===== config.mk =====
export PLATFORM = sky130hd
export DESIGN_NAME = evtmr_top
export DESIGN_NICKNAME = d
export VERILOG_FILES = /design/src/rtl/evtmr_pkg.sv /design/src/rtl/evtmr_prescale.sv /design/src/rtl/evtmr_chan.sv /design/src/rtl/evtmr_top.sv
export SDC_FILE = /design/constraint.sdc
export NUM_CORES = 1
export LEC_CHECK = 0
export ABC_AREA = 0
export BUFFER_PORTS_ARGS = -buffer_cell sky130_fd_sc_hd__clkbuf_2
export CAP_MARGIN = 10
export CELL_PAD_IN_SITES_DETAIL_PLACEMENT = 0
export CELL_PAD_IN_SITES_GLOBAL_PLACEMENT = 2
export CORE_ASPECT_RATIO = 0.9
export CORE_UTILIZATION = 43
export DETAILED_ROUTE_END_ITERATION = 10
export PLACE_DENSITY = 0.93
export SLEW_MARGIN = 0
export SYNTH_ARGS = -nofsm -noshare
export SYNTH_HDL_FRONTEND = slang
export SYNTH_SLANG_ARGS = --single-unit

===== constraint.sdc =====
create_clock -name clk -period 4.6 [get_ports clk]
set_input_delay 0.46 -clock clk [delete_from_list [all_inputs] [get_ports clk]]
set_output_delay 0.46 -clock clk [all_outputs]
set_load 0.03 [all_outputs]

===== src/rtl/evtmr_pkg.sv =====
package evtmr_pkg;
    localparam int WORD_W    = 32;
    localparam int CNT_W     = 2 * WORD_W;
    localparam int PSEL_W    = 3;
    localparam int DIV_W     = (1 << PSEL_W) - 1;
    localparam int STOP_W    = 4;
    localparam int CTRL_W    = 8;

    // byte offsets; channel offsets are relative to 0x20*n
    localparam int OFF_IE    = 'h00;
    localparam int OFF_PEND  = 'h04;
    localparam int CH_STRIDE = 'h20;
    localparam int CH_CTRL   = 'h10;
    localparam int CH_IVL_LO = 'h14;
    localparam int CH_IVL_HI = 'h18;
    localparam int CH_CNT_LO = 'h1C;
    localparam int CH_CNT_HI = 'h20;

    // control bit positions
    localparam int CB_RUN    = 0;
    localparam int CB_RLD    = 1;
    localparam int CB_PS_LO  = 4;
    localparam int CB_ONCE   = 7;

    typedef struct packed {
        logic              run_en;
        logic              once;
        logic [PSEL_W-1:0] psel;
        logic              rld;
        logic [STOP_W-1:0] stop;
        logic [CNT_W-1:0]  ivl;
        logic [CNT_W-1:0]  cnt;
    } chan_st_t;
endpackage


===== src/rtl/evtmr_prescale.sv =====
module evtmr_prescale
    import evtmr_pkg::*;
(
    input  logic              clk,
    input  logic              rst_n,
    input  logic              tick_en,
    input  logic              active,
    input  logic              restart,
    input  logic [PSEL_W-1:0] psel,
    output logic              fire
);
    logic [DIV_W-1:0] div_d, div_q;
    logic [DIV_W:0]   span;
    logic [DIV_W-1:0] mask;

    always_comb begin
        span  = (DIV_W+1)'(1) << psel;
        mask  = DIV_W'(span - 1'b1);
        fire  = tick_en & active & ((div_q & mask) == mask);
        div_d = div_q;
        if (restart || !active) begin
            div_d = '0;
        end else if (tick_en) begin
            div_d = div_q + 1'b1;
        end
    end

    always_ff @(posedge clk or negedge rst_n) begin
        if (!rst_n) div_q <= '0;
        else        div_q <= div_d;
    end


    no_tick_fire_chk: assert property (@(posedge clk) disable iff (!rst_n)
        !tick_en |-> !fire);
endmodule


===== src/rtl/evtmr_chan.sv =====
module evtmr_chan
    import evtmr_pkg::*;
#(
    parameter int STOP_DLY = 2
) (
    input  logic              clk,
    input  logic              rst_n,
    input  logic              tick_en,
    input  logic              ctrl_we,
    input  logic              ivl_lo_we,
    input  logic              ivl_hi_we,
    input  logic [WORD_W-1:0] wdata,
    output logic [CTRL_W-1:0] ctrl_rd,
    output logic [CNT_W-1:0]  ivl,
    output logic [CNT_W-1:0]  cnt,
    output logic              expire
);
    chan_st_t st_d, st_q;
    logic     active, take_rld, step;

    assign active   = st_q.run_en | (st_q.stop != '0);
    assign take_rld = tick_en & st_q.rld;

    evtmr_prescale u_pre (
        .clk     (clk),
        .rst_n   (rst_n),
        .tick_en (tick_en),
        .active  (active),
        .restart (take_rld),
        .psel    (st_q.psel),
        .fire    (step)
    );

    always_comb begin
        st_d   = st_q;
        expire = 1'b0;
        if (st_q.stop != '0) st_d.stop = st_q.stop - 1'b1;
        if (take_rld) begin
            st_d.cnt = st_q.ivl;
            st_d.rld = 1'b0;
        end else if (step) begin
            if (st_q.cnt <= CNT_W'(1)) begin
                expire = 1'b1;
                if (st_q.once) begin
                    st_d.cnt    = '0;
                    st_d.run_en = 1'b0;
                    st_d.stop   = '0;
                end else begin
                    st_d.cnt = st_q.ivl;
                end
            end else begin
                st_d.cnt = st_q.cnt - 1'b1;
            end
        end
        if (ctrl_we) begin
            st_d.run_en = wdata[CB_RUN];
            if (st_q.run_en && !wdata[CB_RUN]) st_d.stop = STOP_W'(STOP_DLY);
            if (wdata[CB_RLD]) st_d.rld = 1'b1;
            st_d.psel = wdata[CB_PS_LO +: PSEL_W];
            st_d.once = wdata[CB_ONCE];
        end
        if (ivl_lo_we) st_d.ivl[WORD_W-1:0]     = wdata;
        if (ivl_hi_we) st_d.ivl[CNT_W-1:WORD_W] = wdata;
    end

    always_ff @(posedge clk or negedge rst_n) begin
        if (!rst_n) st_q <= '0;
        else        st_q <= st_d;
    end

    always_comb begin
        ctrl_rd           = '0;
        ctrl_rd[CB_RUN]   = st_q.run_en;
        ctrl_rd[CB_PS_LO +: PSEL_W] = st_q.psel;
        ctrl_rd[CB_ONCE]  = st_q.once;
    end
    assign ivl = st_q.ivl;
    assign cnt = st_q.cnt;


    reload_done_chk: assert property (@(posedge clk) disable iff (!rst_n)
        (take_rld && !ctrl_we) |=> (!st_q.rld && st_q.cnt == $past(st_q.ivl)));

    periodic_reload_chk: assert property (@(posedge clk) disable iff (!rst_n)
        (expire && !st_q.once && !ivl_lo_we && !ivl_hi_we) |=> st_q.cnt == $past(st_q.ivl));

    oneshot_stop_chk: assert property (@(posedge clk) disable iff (!rst_n)
        (expire && st_q.once && !ctrl_we) |=> (!st_q.run_en && st_q.cnt == '0));

    frozen_cnt_chk: assert property (@(posedge clk) disable iff (!rst_n)
        (!active && !take_rld) |=> $stable(st_q.cnt));
endmodule


===== src/rtl/evtmr_top.sv =====
module evtmr_top
    import evtmr_pkg::*;
#(
    parameter int NUM_CH   = 2,
    parameter int STOP_DLY = 2,
    parameter int ADDR_W   = 8
) (
    input  logic              clk,
    input  logic              rst_n,
    input  logic              tick_en,
    input  logic              bus_wr,
    input  logic [ADDR_W-1:0] bus_addr,
    input  logic [31:0]       bus_wdata,
    output logic [31:0]       bus_rdata,
    output logic              irq
);
    typedef struct packed {
        logic [NUM_CH-1:0] ie;
        logic [NUM_CH-1:0] pend;
    } top_st_t;

    top_st_t           st_d, st_q;
    logic [NUM_CH-1:0] exp_vec;
    logic [CTRL_W-1:0] ctrl_a [NUM_CH];
    logic [CNT_W-1:0]  ivl_a  [NUM_CH];
    logic [CNT_W-1:0]  cnt_a  [NUM_CH];
    logic              pend_we;

    assign pend_we = bus_wr && (bus_addr == ADDR_W'(OFF_PEND));

    for (genvar i = 0; i < NUM_CH; i++) begin : g_ch
        localparam int BASE = CH_STRIDE * i;
        evtmr_chan #(.STOP_DLY(STOP_DLY)) u_chan (
            .clk       (clk),
            .rst_n     (rst_n),
            .tick_en   (tick_en),
            .ctrl_we   (bus_wr && bus_addr == ADDR_W'(BASE + CH_CTRL)),
            .ivl_lo_we (bus_wr && bus_addr == ADDR_W'(BASE + CH_IVL_LO)),
            .ivl_hi_we (bus_wr && bus_addr == ADDR_W'(BASE + CH_IVL_HI)),
            .wdata     (bus_wdata),
            .ctrl_rd   (ctrl_a[i]),
            .ivl       (ivl_a[i]),
            .cnt       (cnt_a[i]),
            .expire    (exp_vec[i])
        );
    end

    always_comb begin
        st_d = st_q;
        if (bus_wr && bus_addr == ADDR_W'(OFF_IE)) st_d.ie = bus_wdata[NUM_CH-1:0];
        if (pend_we) st_d.pend = st_q.pend & ~bus_wdata[NUM_CH-1:0];
        st_d.pend = st_d.pend | exp_vec;
    end

    always_ff @(posedge clk or negedge rst_n) begin
        if (!rst_n) st_q <= '0;
        else        st_q <= st_d;
    end

    always_comb begin
        bus_rdata = '0;
        if (bus_addr == ADDR_W'(OFF_IE))   bus_rdata[NUM_CH-1:0] = st_q.ie;
        if (bus_addr == ADDR_W'(OFF_PEND)) bus_rdata[NUM_CH-1:0] = st_q.pend;
        for (int i = 0; i < NUM_CH; i++) begin
            if (bus_addr == ADDR_W'(CH_STRIDE*i + CH_CTRL))   bus_rdata = {{(32-CTRL_W){1'b0}}, ctrl_a[i]};
            if (bus_addr == ADDR_W'(CH_STRIDE*i + CH_IVL_LO)) bus_rdata = ivl_a[i][WORD_W-1:0];
            if (bus_addr == ADDR_W'(CH_STRIDE*i + CH_IVL_HI)) bus_rdata = ivl_a[i][CNT_W-1:WORD_W];
            if (bus_addr == ADDR_W'(CH_STRIDE*i + CH_CNT_LO)) bus_rdata = cnt_a[i][WORD_W-1:0];
            if (bus_addr == ADDR_W'(CH_STRIDE*i + CH_CNT_HI)) bus_rdata = cnt_a[i][CNT_W-1:WORD_W];
        end
    end

    assign irq = |(st_q.pend & st_q.ie);


    w1c_clear_chk: assert property (@(posedge clk) disable iff (!rst_n)
        pend_we |=> ((st_q.pend & $past(bus_wdata[NUM_CH-1:0]) & ~$past(exp_vec)) == '0));

    pend_set_chk: assert property (@(posedge clk) disable iff (!rst_n)
        (|exp_vec) |=> ((st_q.pend & $past(exp_vec)) == $past(exp_vec)));

    irq_masked_chk: assert property (@(posedge clk) disable iff (!rst_n)
        (st_q.ie == '0) |-> !irq);
endmodule


==> impl_metrics.env, run 1 <==
export IMPL_start_kind="flip-flop"
export IMPL_antenna_violations_before_repair=0
export IMPL_met1_track_usage_gr_pct=48.2
export IMPL_placement_rows=66
export IMPL_crit_required_ns=5.02
export IMPL_synth_top_family_by_area="simple AND/OR/NAND/NOR gates"
export IMPL_drive_gt1_share_pct=20.3
export IMPL_worst_case_vdd_ir_drop_mv=0.262
export IMPL_clkPwrFrac_pct=33.6
export IMPL_whs_ns=-0.0172
export IMPL_cts_buffer_depth=3
export IMPL_r2r_slack_ns=0.62
export IMPL_switching_power_mw=2.85
export IMPL_timing_hold_worst_class="primary input to async pin"
export IMPL_r2r_start="g_ch[1].u_chan.cnt[52]"
export IMPL_drt_pass1_iter_count=7
export IMPL_cts_made_buffers=35
export IMPL_synthesis_area_per_instance_um2=9.81
export IMPL_antenna_left=0
export IMPL_synth_compound_gate_area_share_pct=18.2
export IMPL_critical_path_n_buffers_inverters=1
export IMPL_gr_usage_met2_pct=46.7
export IMPL_drt_drc_violations_left=0
export IMPL_finish_utilization_pct=49.8
export IMPL_setup_viol=0
export IMPL_final_hold_violation_count=6
export IMPL_place_gp_congestion=1.00
export IMPL_worstPathArrival_ns=4.40
export IMPL_routed_wire_length_per_instance_um=27.7
export IMPL_crit_fanout=51
export IMPL_cts_sinks=294
export IMPL_synth_mux_area_share_pct=9.80
export IMPL_run_status="finished, violations left"
export IMPL_total_die_area_um2=37900
export IMPL_synth_seq_cells=294
export IMPL_cts_resized=0
export IMPL_worst_slew_pin_transition_ns=0.927
export IMPL_yosysWarnings=0
export IMPL_grt_most_used_layer="met1"
export IMPL_wire_length_of_the_first_global_routing_pass_mm=91.3
export IMPL_antenna_diode_count=0
export IMPL_drt_initial_drc_count=1957
export IMPL_fmax_ghz=0.251
export IMPL_first_global_vias=13911
export IMPL_synth_top_area_share_pct=46.0
export IMPL_crit_path_cell_trace="or4_1, nor4_1, nand3_1, nor4_2, a21o_2, buf_12, nand2_1, o311ai_1"
export IMPL_synthesis_nets=1682
export IMPL_portBuffers=76
export IMPL_synth_area_leader_cell="sky130_fd_sc_hd__dfrtp_1"
export IMPL_sequential_cell_area_fraction_in_the_yosys_report_pct=46.0
export IMPL_share_comb_of_total_power_pct=22.0
export IMPL_grt_overflow_total=0
export IMPL_post_layout_total_power_mw=8.16
export IMPL_pin_count=77
export IMPL_cpMaxStageDelayCell="sky130_fd_sc_hd__nor4_2"
export IMPL_final_period_utilization_pct=86.6
export IMPL_maxSlewViolCount=0
export IMPL_layout_filler_cells=3382
export IMPL_fin_tns_setup_ns=0
export IMPL_ff_to_ff_end="g_ch[1].u_chan.cnt[50]"
export IMPL_timing_critical_path_max_delay_family="simple AND/OR/NAND/NOR gates"
export IMPL_path_class="flip-flop to flip-flop"
export IMPL_dp_cells=2134
export IMPL_finalWirelength_mm=60.6
export IMPL_cts_tree="yes"
export IMPL_synth_enable_flop_cells=0
export IMPL_fin_worst_skew_ns=0.0115
export IMPL_leakage_nw=7.89
export IMPL_total_setup_buffers_inserted_after_cts=0
export IMPL_insertion_delay_ns=0.51
export IMPL_layout_nets=1747
export IMPL_core_um2=36300
export IMPL_ys_async_sr_fraction_pct=100
export IMPL_power_switching_fraction_pct=34.9
export IMPL_power_density_nw_per_um2=451
export IMPL_cts_root_buf="sky130_fd_sc_hd__clkbuf_16"
export IMPL_timing_max_cap_violations=0
export IMPL_area_delta_synth_final_pct=13.1
export IMPL_synthSimpleGateAreaFrac_pct=20.2
export IMPL_use_met3_pct=6.76
export IMPL_floorplan_die_height_um=185
export IMPL_synth_area_leaders="sky130_fd_sc_hd__dfrtp_1 (46%), sky130_fd_sc_hd__mux2_2 (9.3%), sky130_fd_sc_hd__nand2_1 (4.6%), sky130_fd_sc_hd__o21ai_0 (3.2%), sky130_fd_sc_hd__a22oi_1 (2.7%)"
export IMPL_synth_cells=1630
export IMPL_synthFlopType="sky130_fd_sc_hd__dfrtp_1"
export IMPL_layout_cells_most_common="sky130_fd_sc_hd__dfrtp_1"
export IMPL_layout_min_cycle_time_ns=3.98
export IMPL_seqPwrFrac_pct=44.4
export IMPL_crit_path_max_incr_delay_ns=0.77
export IMPL_initial_utilization_pct=44.0
export IMPL_clkTransAtPathRegs_ns=0.06
export IMPL_gr_usage_all_layers_pct=32.2
export IMPL_number_of_different_library_cells_in_the_post_synthesis_netlist=80
export IMPL_endpoint_kind="flip-flop"
export IMPL_yosys_area_share_adder_pct=0.626
export IMPL_rr_worst_depth=8
export IMPL_detailed_place_hpwl_mm=43.9
export IMPL_via_per_inst=6.74
export IMPL_synth_xor_area_share_pct=2.41
export IMPL_route_vias_total=14770
export IMPL_grt_start_max_net_pins=100
export IMPL_fp_dieW_um=205
export IMPL_ctsHoldBuffers=0
export IMPL_syn_area_um2=16000
export IMPL_grt_setup_unrepaired="no"
export IMPL_intPower_mw=5.31
export IMPL_timing_slew_headroom_pct=38.1
export IMPL_htree_num_levels=2
export IMPL_layout_cells_non_filler=2192
export IMPL_violations="hold timing"
export IMPL_layout_common_cells="sky130_fd_sc_hd__dfrtp_1 (294), sky130_fd_sc_hd__nand2_1 (195), sky130_fd_sc_hd__mux2_2 (132)"
## cells in the mapped netlist, drive strengths merged (5+ instances only)
cell and number:
o211ai 26, nand2 196, mux2 132, or3 45, o21ai 109, o311ai 33
xor2 19, o22ai 5, clkbuf 69, a22o 29, or4 27, nand2b 10
mux2i 8, a221oi 23, and2 7, o21a 5, nor4 41, o31ai 9
ha 8, a222oi 21, xnor2 25, nor3 50, nand4 20, a21oi 38
or2 12, nand3 79, dfrtp 294, inv 17, a22oi 57, buf 21
nor2b 6, and3 10, a221o 14, nor3b 5, nor2 107
## layer usage
metal,part of all wire (%),wire (um)
met2,43,26200
met4,2.6,1580
met3,11,6400
met5,0.10,61
met1,44,26400
## flip-flops by register name (all words and copies together) (netlist names)
signal and cells:
g_ch.u_chan.st_q 10, st_q 4, g_ch.u_chan.ivl 128, g_ch.u_chan.u_pre.div_q 14, g_ch.u_chan.ctrl_rd 10, g_ch.u_chan.cnt 128
## worst reg2reg max path: stages, from the launching register on
cell	delay, ns
sky130_fd_sc_hd__dfrtp_1	0.43
sky130_fd_sc_hd__or4_1	0.56
sky130_fd_sc_hd__nor4_1	0.54
sky130_fd_sc_hd__nand3_1	0.61
sky130_fd_sc_hd__nor4_2	0.77
sky130_fd_sc_hd__a21o_2	0.41
sky130_fd_sc_hd__buf_12	0.29
sky130_fd_sc_hd__nand2_1	0.17
sky130_fd_sc_hd__o311ai_1	0.10
## how the worst max path moves through the flow
stage	from	end	cells past startpoint
after floorplan	bus_addr[3]	bus_rdata[30]	7
after global placement	g_ch[1].u_chan.cnt[52]	g_ch[1].u_chan.cnt[50]	8
after detailed placement	g_ch[1].u_chan.cnt[52]	g_ch[1].u_chan.cnt[27]	7
after CTS	g_ch[1].u_chan.cnt[52]	g_ch[1].u_chan.cnt[27]	7
after global routing	g_ch[1].u_chan.cnt[52]	g_ch[1].u_chan.cnt[50]	8
final	g_ch[1].u_chan.cnt[52]	g_ch[1].u_chan.cnt[50]	8
## stage by stage
stage	instance area (um^2)	hold WS, ns	worst slack, ns
floorplan	16000	0.164	1.59
global placement	17000	0.499	0.872
detailed placement	17000	0.497	0.813
CTS	18100	0.0357	0.798
global route	18100	0.0538	0.665
finish	18100	-0.0172	0.617
## power by group through the flow
stage               combinational [mW]  clock, mW  sequential, mW
floorplan                         1.28          0            3.35
global placement                  1.73          0            3.62
detailed placement                1.76          0            3.63
CTS                               1.78       2.76            3.58
global route                      1.97       2.86            3.67
finish                            1.80       2.74            3.62
## cells by family after synthesis
| logic type | count (synthesis) |
|---|---|
| buf+inv | 107 |
| xor+xnor | 44 |
| mux | 140 |
| compound gates | 405 |
| fa+ha+maj | 8 |
| simple gates | 632 |
| flops | 294 |
## area by class of cell
cell class / instances / area [um^2] / area share [%]
clock buffer: 50 / 1050 / 5.83
clock inverter: 8 / 68.8 / 0.381
inverter: 17 / 63.8 / 0.353
multi-input combinational: 1229 / 8210 / 45.4
sequential: 294 / 7360 / 40.7
tap: 476 / 596 / 3.29
timing repair buffer: 118 / 731 / 4.04
No activity file was read; power rests on OpenSTA's default activity.
==> run 2: changes to the inputs <==
--- a/config.mk
+++ b/config.mk
@@ -11,9 +11,9 @@
 export CELL_PAD_IN_SITES_DETAIL_PLACEMENT = 0
 export CELL_PAD_IN_SITES_GLOBAL_PLACEMENT = 2
 export CORE_ASPECT_RATIO = 0.9
-export CORE_UTILIZATION = 43
+export CORE_UTILIZATION = 36
 export DETAILED_ROUTE_END_ITERATION = 10
-export PLACE_DENSITY = 0.93
+export PLACE_DENSITY = 0.81
 export SLEW_MARGIN = 0
 export SYNTH_ARGS = -nofsm -noshare
 export SYNTH_HDL_FRONTEND = slang
==> run 2 against run 1 <==
Against the previous run:
- the flow still finishes with violations (hold timing)
- die area up 19%
- wire length increased by 1.9%
- non-clock buffer count grew 2
- global-route usage decreased by 4.6 points
- clock-buffer cell count shrank 1
- core utilization is 7.5 points lower
- clock skew up 0.010 ns
- register-to-register slack gained 0.38 ns
- final area grew 1.5%
- largest cell class unchanged
==> impl_metrics.env, run 2 (synthesized netlist as in run 1, its figures left out) <==
export IMPL_cts_tree="yes"
export IMPL_timing_critical_path_max_delay_family="simple AND/OR/NAND/NOR gates"
export IMPL_crit_fanout=20
export IMPL_crit_path_cell_trace="or4_1, nor4_1, nand3_1, nor4_2, a21o_2, buf_4, nand2_1, o311ai_0"
export IMPL_routed_wire_length_per_instance_um=26.7
export IMPL_layout_cells_most_common="sky130_fd_sc_hd__dfrtp_1"
export IMPL_final_period_utilization_pct=78.3
export IMPL_fp_dieW_um=224
export IMPL_dp_cells=2252
export IMPL_antenna_diode_count=0
export IMPL_path_class="flip-flop to flip-flop"
export IMPL_antenna_left=0
export IMPL_area_delta_synth_final_pct=14.8
export IMPL_layout_min_cycle_time_ns=3.60
export IMPL_setup_viol=0
export IMPL_layout_common_cells="sky130_fd_sc_hd__dfrtp_1 (294), sky130_fd_sc_hd__nand2_1 (195), sky130_fd_sc_hd__mux2_2 (132)"
export IMPL_core_um2=43400
export IMPL_critical_path_n_buffers_inverters=1
export IMPL_detailed_place_hpwl_mm=45.0
export IMPL_layout_nets=1750
export IMPL_use_met3_pct=4.20
export IMPL_layout_cells_non_filler=2317
export IMPL_timing_slew_headroom_pct=33.4
export IMPL_wire_length_of_the_first_global_routing_pass_mm=93.0
export IMPL_insertion_delay_ns=0.56
export IMPL_portBuffers=76
export IMPL_ctsHoldBuffers=0
export IMPL_initial_utilization_pct=36.8
export IMPL_floorplan_die_height_um=202
export IMPL_worstPathArrival_ns=4.05
export IMPL_grt_start_max_net_pins=116
export IMPL_worst_case_vdd_ir_drop_mv=0.201
export IMPL_via_per_inst=6.28
export IMPL_route_vias_total=14551
export IMPL_whs_ns=-0.0258
export IMPL_cpMaxStageDelayCell="sky130_fd_sc_hd__nor4_2"
export IMPL_drive_gt1_share_pct=20.6
export IMPL_cts_resized=0
export IMPL_pin_count=77
export IMPL_violations="hold timing"
export IMPL_drt_pass1_iter_count=6
export IMPL_final_hold_violation_count=3
export IMPL_drt_initial_drc_count=1764
export IMPL_gr_usage_all_layers_pct=27.5
export IMPL_clkTransAtPathRegs_ns=0.06
export IMPL_post_layout_total_power_mw=8.40
export IMPL_place_gp_congestion=0.947
export IMPL_cts_made_buffers=36
export IMPL_crit_required_ns=5.05
export IMPL_finalWirelength_mm=61.8
export IMPL_cts_root_buf="sky130_fd_sc_hd__clkbuf_16"
export IMPL_grt_overflow_total=0
export IMPL_first_global_vias=13785
export IMPL_drt_drc_violations_left=0
export IMPL_power_density_nw_per_um2=457
export IMPL_gr_usage_met2_pct=38.6
export IMPL_maxSlewViolCount=0
export IMPL_met1_track_usage_gr_pct=42.4
export IMPL_endpoint_kind="flip-flop"
export IMPL_crit_path_max_incr_delay_ns=0.60
export IMPL_placement_rows=72
export IMPL_worst_slew_pin_transition_ns=0.999
export IMPL_htree_num_levels=2
export IMPL_timing_hold_worst_class="primary input to async pin"
export IMPL_fin_tns_setup_ns=0
export IMPL_run_status="finished, violations left"
export IMPL_cp_num_cells=8
export IMPL_grt_setup_unrepaired="no"
export IMPL_total_die_area_um2=45200
export IMPL_rr_worst_depth=8
export IMPL_leakage_nw=7.95
export IMPL_cts_buffer_depth=3
export IMPL_cts_sinks=294
export IMPL_antenna_violations_before_repair=2
export IMPL_start_kind="flip-flop"
export IMPL_grt_most_used_layer="met1"
export IMPL_fin_worst_skew_ns=0.0216
export IMPL_total_setup_buffers_inserted_after_cts=0
export IMPL_fmax_ghz=0.277
export IMPL_dp_slack_ns=1.07
export IMPL_fin_ws_ns=0.996
export IMPL_timing_max_cap_violations=0
==> run 2: changes by cell type in the layout (fill, tap and decap cells not counted) <==
cell                        change
sky130_fd_sc_hd__clkbuf_1       +2
sky130_fd_sc_hd__clkbuf_8       -3
sky130_fd_sc_hd__bufinv_16      +3
sky130_fd_sc_hd__inv_6          +1
sky130_fd_sc_hd__clkinv_2       +4
sky130_fd_sc_hd__buf_12         +2
==> run 2: stage by stage <==
step	area [um^2]	hold WS, ns	utilization (%)
floorplan	16000	0.164	-
detailed placement	17100	0.500	39.5
CTS	18400	0.0412	42.3
global route	18400	0.0838	42.3
global placement	17100	0.488	39.5
finish	18400	-0.0258	42.3
==> run 2: worst paths after layout <==
check                                            start                       endpoint  slack [ns]
worst max-delay path            g_ch[1].u_chan.cnt[52]         g_ch[1].u_chan.cnt[57]         1.0
min in group clk                          bus_wdata[0]                        st_q[2]        0.20
worst min-delay path                             rst_n  g_ch[1].u_chan.u_pre.div_q[5]       -0.03
max in group asynchronous                        rst_n         g_ch[0].u_chan.ivl[20]        3.36
worst max register to register  g_ch[1].u_chan.cnt[52]         g_ch[1].u_chan.cnt[57]         1.0
worst min register to register  g_ch[0].u_chan.ivl[35]         g_ch[0].u_chan.cnt[35]        0.50
==> run 2: metal layers <==
| layer | part of all wire, % | up-vias | wire (um) |
|---|---|---|---|
| li1 | - | 6362 | - |
| met1 | 45 | 7352 | 28000 |
| met2 | 42 | 725 | 26000 |
| met3 | 9.2 | 112 | 5700 |
| met4 | 3.3 | 0 | 2060 |
| met5 | 0 | - | 0 |
==> run 2: power breakdown <==
group	internal [mW]	leakage, nW	switching (mW)
sequential	2.97	3.94	0.666
clock	1.78	0.605	1.19
combinational	0.704	3.40	1.09
==> run 2: worst register-to-register path, delay by kind of cell, from the launching register on <==
family | cells | cell delay (ns)
simple gates | 5 | 2.18
flops | 1 | 0.42
compound gates | 2 | 0.60
buf+inv | 1 | 0.29
==> run 2: final cells by class <==
| class | instances | area [um^2] |
|---|---|---|
| Inverter | 17 | 63.8 |
| Tap cell | 592 | 741 |
| Sequential cell | 294 | 7360 |
| Multi-Input combinational cell | 1229 | 8210 |
| Clock inverter | 16 | 188 |
| Fill cell | 4314 | 25100 |
| Clock buffer | 49 | 1020 |
| Timing Repair Buffer | 120 | 771 |
==> run 3: changes to the inputs <==
==> constraint.sdc (replaced) <==
create_clock -name clk -period 3.8 [get_ports clk]
set_input_delay 0.38 -clock clk [delete_from_list [all_inputs] [get_ports clk]]
set_output_delay 0.38 -clock clk [all_outputs]
set_load 0.03 [all_outputs]
==> run 3 against run 2 <==
Against the previous run:
- final area increased by 1.6%
- first-iteration DRC count is 4.1% lower
- largest power group unchanged
- non-clock buffer count rose by 22
- worst setup slack got worse by 0.63 ns
- final cell count is 0.91% higher
- highest routed layer is now met5
- wire length grew 0.57%
- power increased by 24%
- critical endpoint is now g_ch[1].u_chan.cnt[54]
- the run now ends clean
- critical path type unchanged
- hold slack improved by 0.14 ns
- clock power rose by 27%
- via count increased by 0.71%
==> impl_metrics.env, run 3 (synthesized netlist as in run 1, its figures left out) <==
export IMPL_setup_viol=0
export IMPL_top_layer_used="met5"
export IMPL_layout_filler_cells=4299
export IMPL_grt_setup_unrepaired="no"
export IMPL_cts_tree="yes"
export IMPL_cts_buffer_depth=3
export IMPL_htree_num_levels=2
export IMPL_finalWirelength_mm=62.1
export IMPL_via_per_inst=6.27
export IMPL_crit_path_cell_trace="or4_1, nor4_1, nand3_1, nor4_2, a21o_2, buf_4, nand2_1, o311ai_0"
export IMPL_fmax_ghz=0.291
export IMPL_total_die_area_um2=45200
export IMPL_worstPathArrival_ns=3.86
export IMPL_crit_path_max_incr_delay_ns=0.57
export IMPL_drt_drc_violations_left=0
export IMPL_cts_root_buf="sky130_fd_sc_hd__clkbuf_16"
export IMPL_timing_slew_headroom_pct=42.8
export IMPL_grt_overflow_total=0
export IMPL_route_vias_total=14655
export IMPL_floorplan_die_height_um=202
export IMPL_portBuffers=76
export IMPL_layout_common_cells="sky130_fd_sc_hd__dfrtp_1 (294), sky130_fd_sc_hd__nand2_1 (195), sky130_fd_sc_hd__mux2_2 (132)"
export IMPL_layout_cells_most_common="sky130_fd_sc_hd__dfrtp_1"
export IMPL_area_delta_synth_final_pct=16.6
export IMPL_timing_hold_worst_class="primary input to flip-flop"
export IMPL_maxSlewViolCount=0
export IMPL_power_density_nw_per_um2=558
export IMPL_fin_tns_setup_ns=0
export IMPL_met2_wire_len_mm=27.3
export IMPL_cts_resized=0
export IMPL_placement_rows=72
export IMPL_clkTransAtPathRegs_ns=0.06
export IMPL_place_gp_congestion=0.941
export IMPL_wire_length_of_the_first_global_routing_pass_mm=94.1
export IMPL_gr_usage_all_layers_pct=27.8
export IMPL_antenna_left=0
export IMPL_antenna_diode_count=0
export IMPL_met1_length_mm=28.1
export IMPL_first_global_vias=13974
export IMPL_run_status="finished clean"
export IMPL_cpMaxStageDelayCell="sky130_fd_sc_hd__or4_1"
export IMPL_detailed_place_hpwl_mm=45.8
export IMPL_worst_slew_pin_transition_ns=0.854
export IMPL_cts_made_buffers=36
export IMPL_path_class="flip-flop to flip-flop"
export IMPL_routed_wire_length_per_instance_um=26.6
export IMPL_drt_pass1_iter_count=8
export IMPL_insertion_delay_ns=0.55
export IMPL_fp_dieW_um=224
export IMPL_final_hold_violation_count=0
export IMPL_start_kind="flip-flop"
export IMPL_placement_cell_area_um2=17400
export IMPL_grt_start_max_net_pins=86
export IMPL_timing_max_cap_violations=0
export IMPL_crit_required_ns=4.22
export IMPL_endpoint_kind="flip-flop"
export IMPL_fin_worst_skew_ns=0.0192
export IMPL_drive_gt1_share_pct=21.4
export IMPL_worstHoldPathCells=2
export IMPL_rr_worst_depth=8
export IMPL_fin_ws_ns=0.366
export IMPL_final_period_utilization_pct=90.4
export IMPL_cts_sinks=294
export IMPL_drt_initial_drc_count=1692
export IMPL_leakage_nw=8.09
export IMPL_pin_count=77
export IMPL_whs_ns=0.118
export IMPL_layout_nets=1772
export IMPL_crit_fanout=21
export IMPL_core_um2=43400
export IMPL_area_of_all_placed_cells_without_fillers_um2=18600
export IMPL_route_met3_wl_mm=5.49
export IMPL_dp_slack_ns=0.478
export IMPL_layout_min_cycle_time_ns=3.43
export IMPL_initial_utilization_pct=36.8
export IMPL_antenna_violations_before_repair=1
export IMPL_worst_case_vdd_ir_drop_mv=0.216
## run 3: cell count changes in the layout (fill, tap and decap cells not counted), sizes merged
cell / delta
clkinvlp: +1
buf: +21
dlygate4sd3: +1
clkinv: -6
clkbuf: +1
bufinv: +3
## run 3: what timing repair did
action,CTS,global route
buffers inserted,0,0
hold buffers,1,0
endpoints found under the hold margin,80,0
## run 3: per-stage QoR
step | utilization (%) | std cells | total power [mW]
finish | 42.9 | 2338 | 10.4
global placement | 40.0 | 2273 | 6.60
CTS | 42.9 | 2338 | 10.4
floorplan | - | 1630 | 5.60
global route | 42.9 | 2338 | 10.9
detailed placement | 40.0 | 2273 | 6.63
## run 3: final timing paths
check                                        from                             to  slack (ns)
setup / recovery           g_ch[1].u_chan.cnt[52]         g_ch[1].u_chan.cnt[54]        0.37
max in group asynchronous                   rst_n  g_ch[0].u_chan.u_pre.div_q[0]        2.48
hold / removal                      bus_wdata[19]         g_ch[0].u_chan.ivl[19]        0.12
min in group asynchronous                   rst_n       g_ch[1].u_chan.st_q[131]        0.44
hold reg to reg            g_ch[0].u_chan.ivl[11]         g_ch[0].u_chan.cnt[11]        0.52
setup reg to reg           g_ch[1].u_chan.cnt[52]         g_ch[1].u_chan.cnt[54]        0.37
## run 3: report_power, final
group          switching [mW]  internal [mW]
clock                    1.42           2.34
combinational            1.35          0.908
sequential              0.797           3.59
total                    3.57           6.84
## run 3: final cells by class
type,instances,area (um^2),share of cell area (%)
inverter,17,63.8,0.342
sequential,294,7360,39.5
multi-input combinational,1229,8220,44.1
clock inverter,14,255,1.37
timing repair buffer,142,988,5.30
clock buffer,50,1010,5.44
tap,592,741,3.97
## run 3: worst max-delay path: cells and delay by family, from the launching register on
kind / cells / cell delay [ns]
compound gates: 2 / 0.46
buf+inv: 1 / 0.31
flops: 1 / 0.43
simple gates: 5 / 2.09
## run 3: per-layer routing
metal | up-vias | global-route usage (%)
met5 | - | 0
met3 | 81 | 5.20
li1 | 6403 | -
met4 | 2 | 6.90
met2 | 688 | 40.9
met1 | 7481 | 41.5
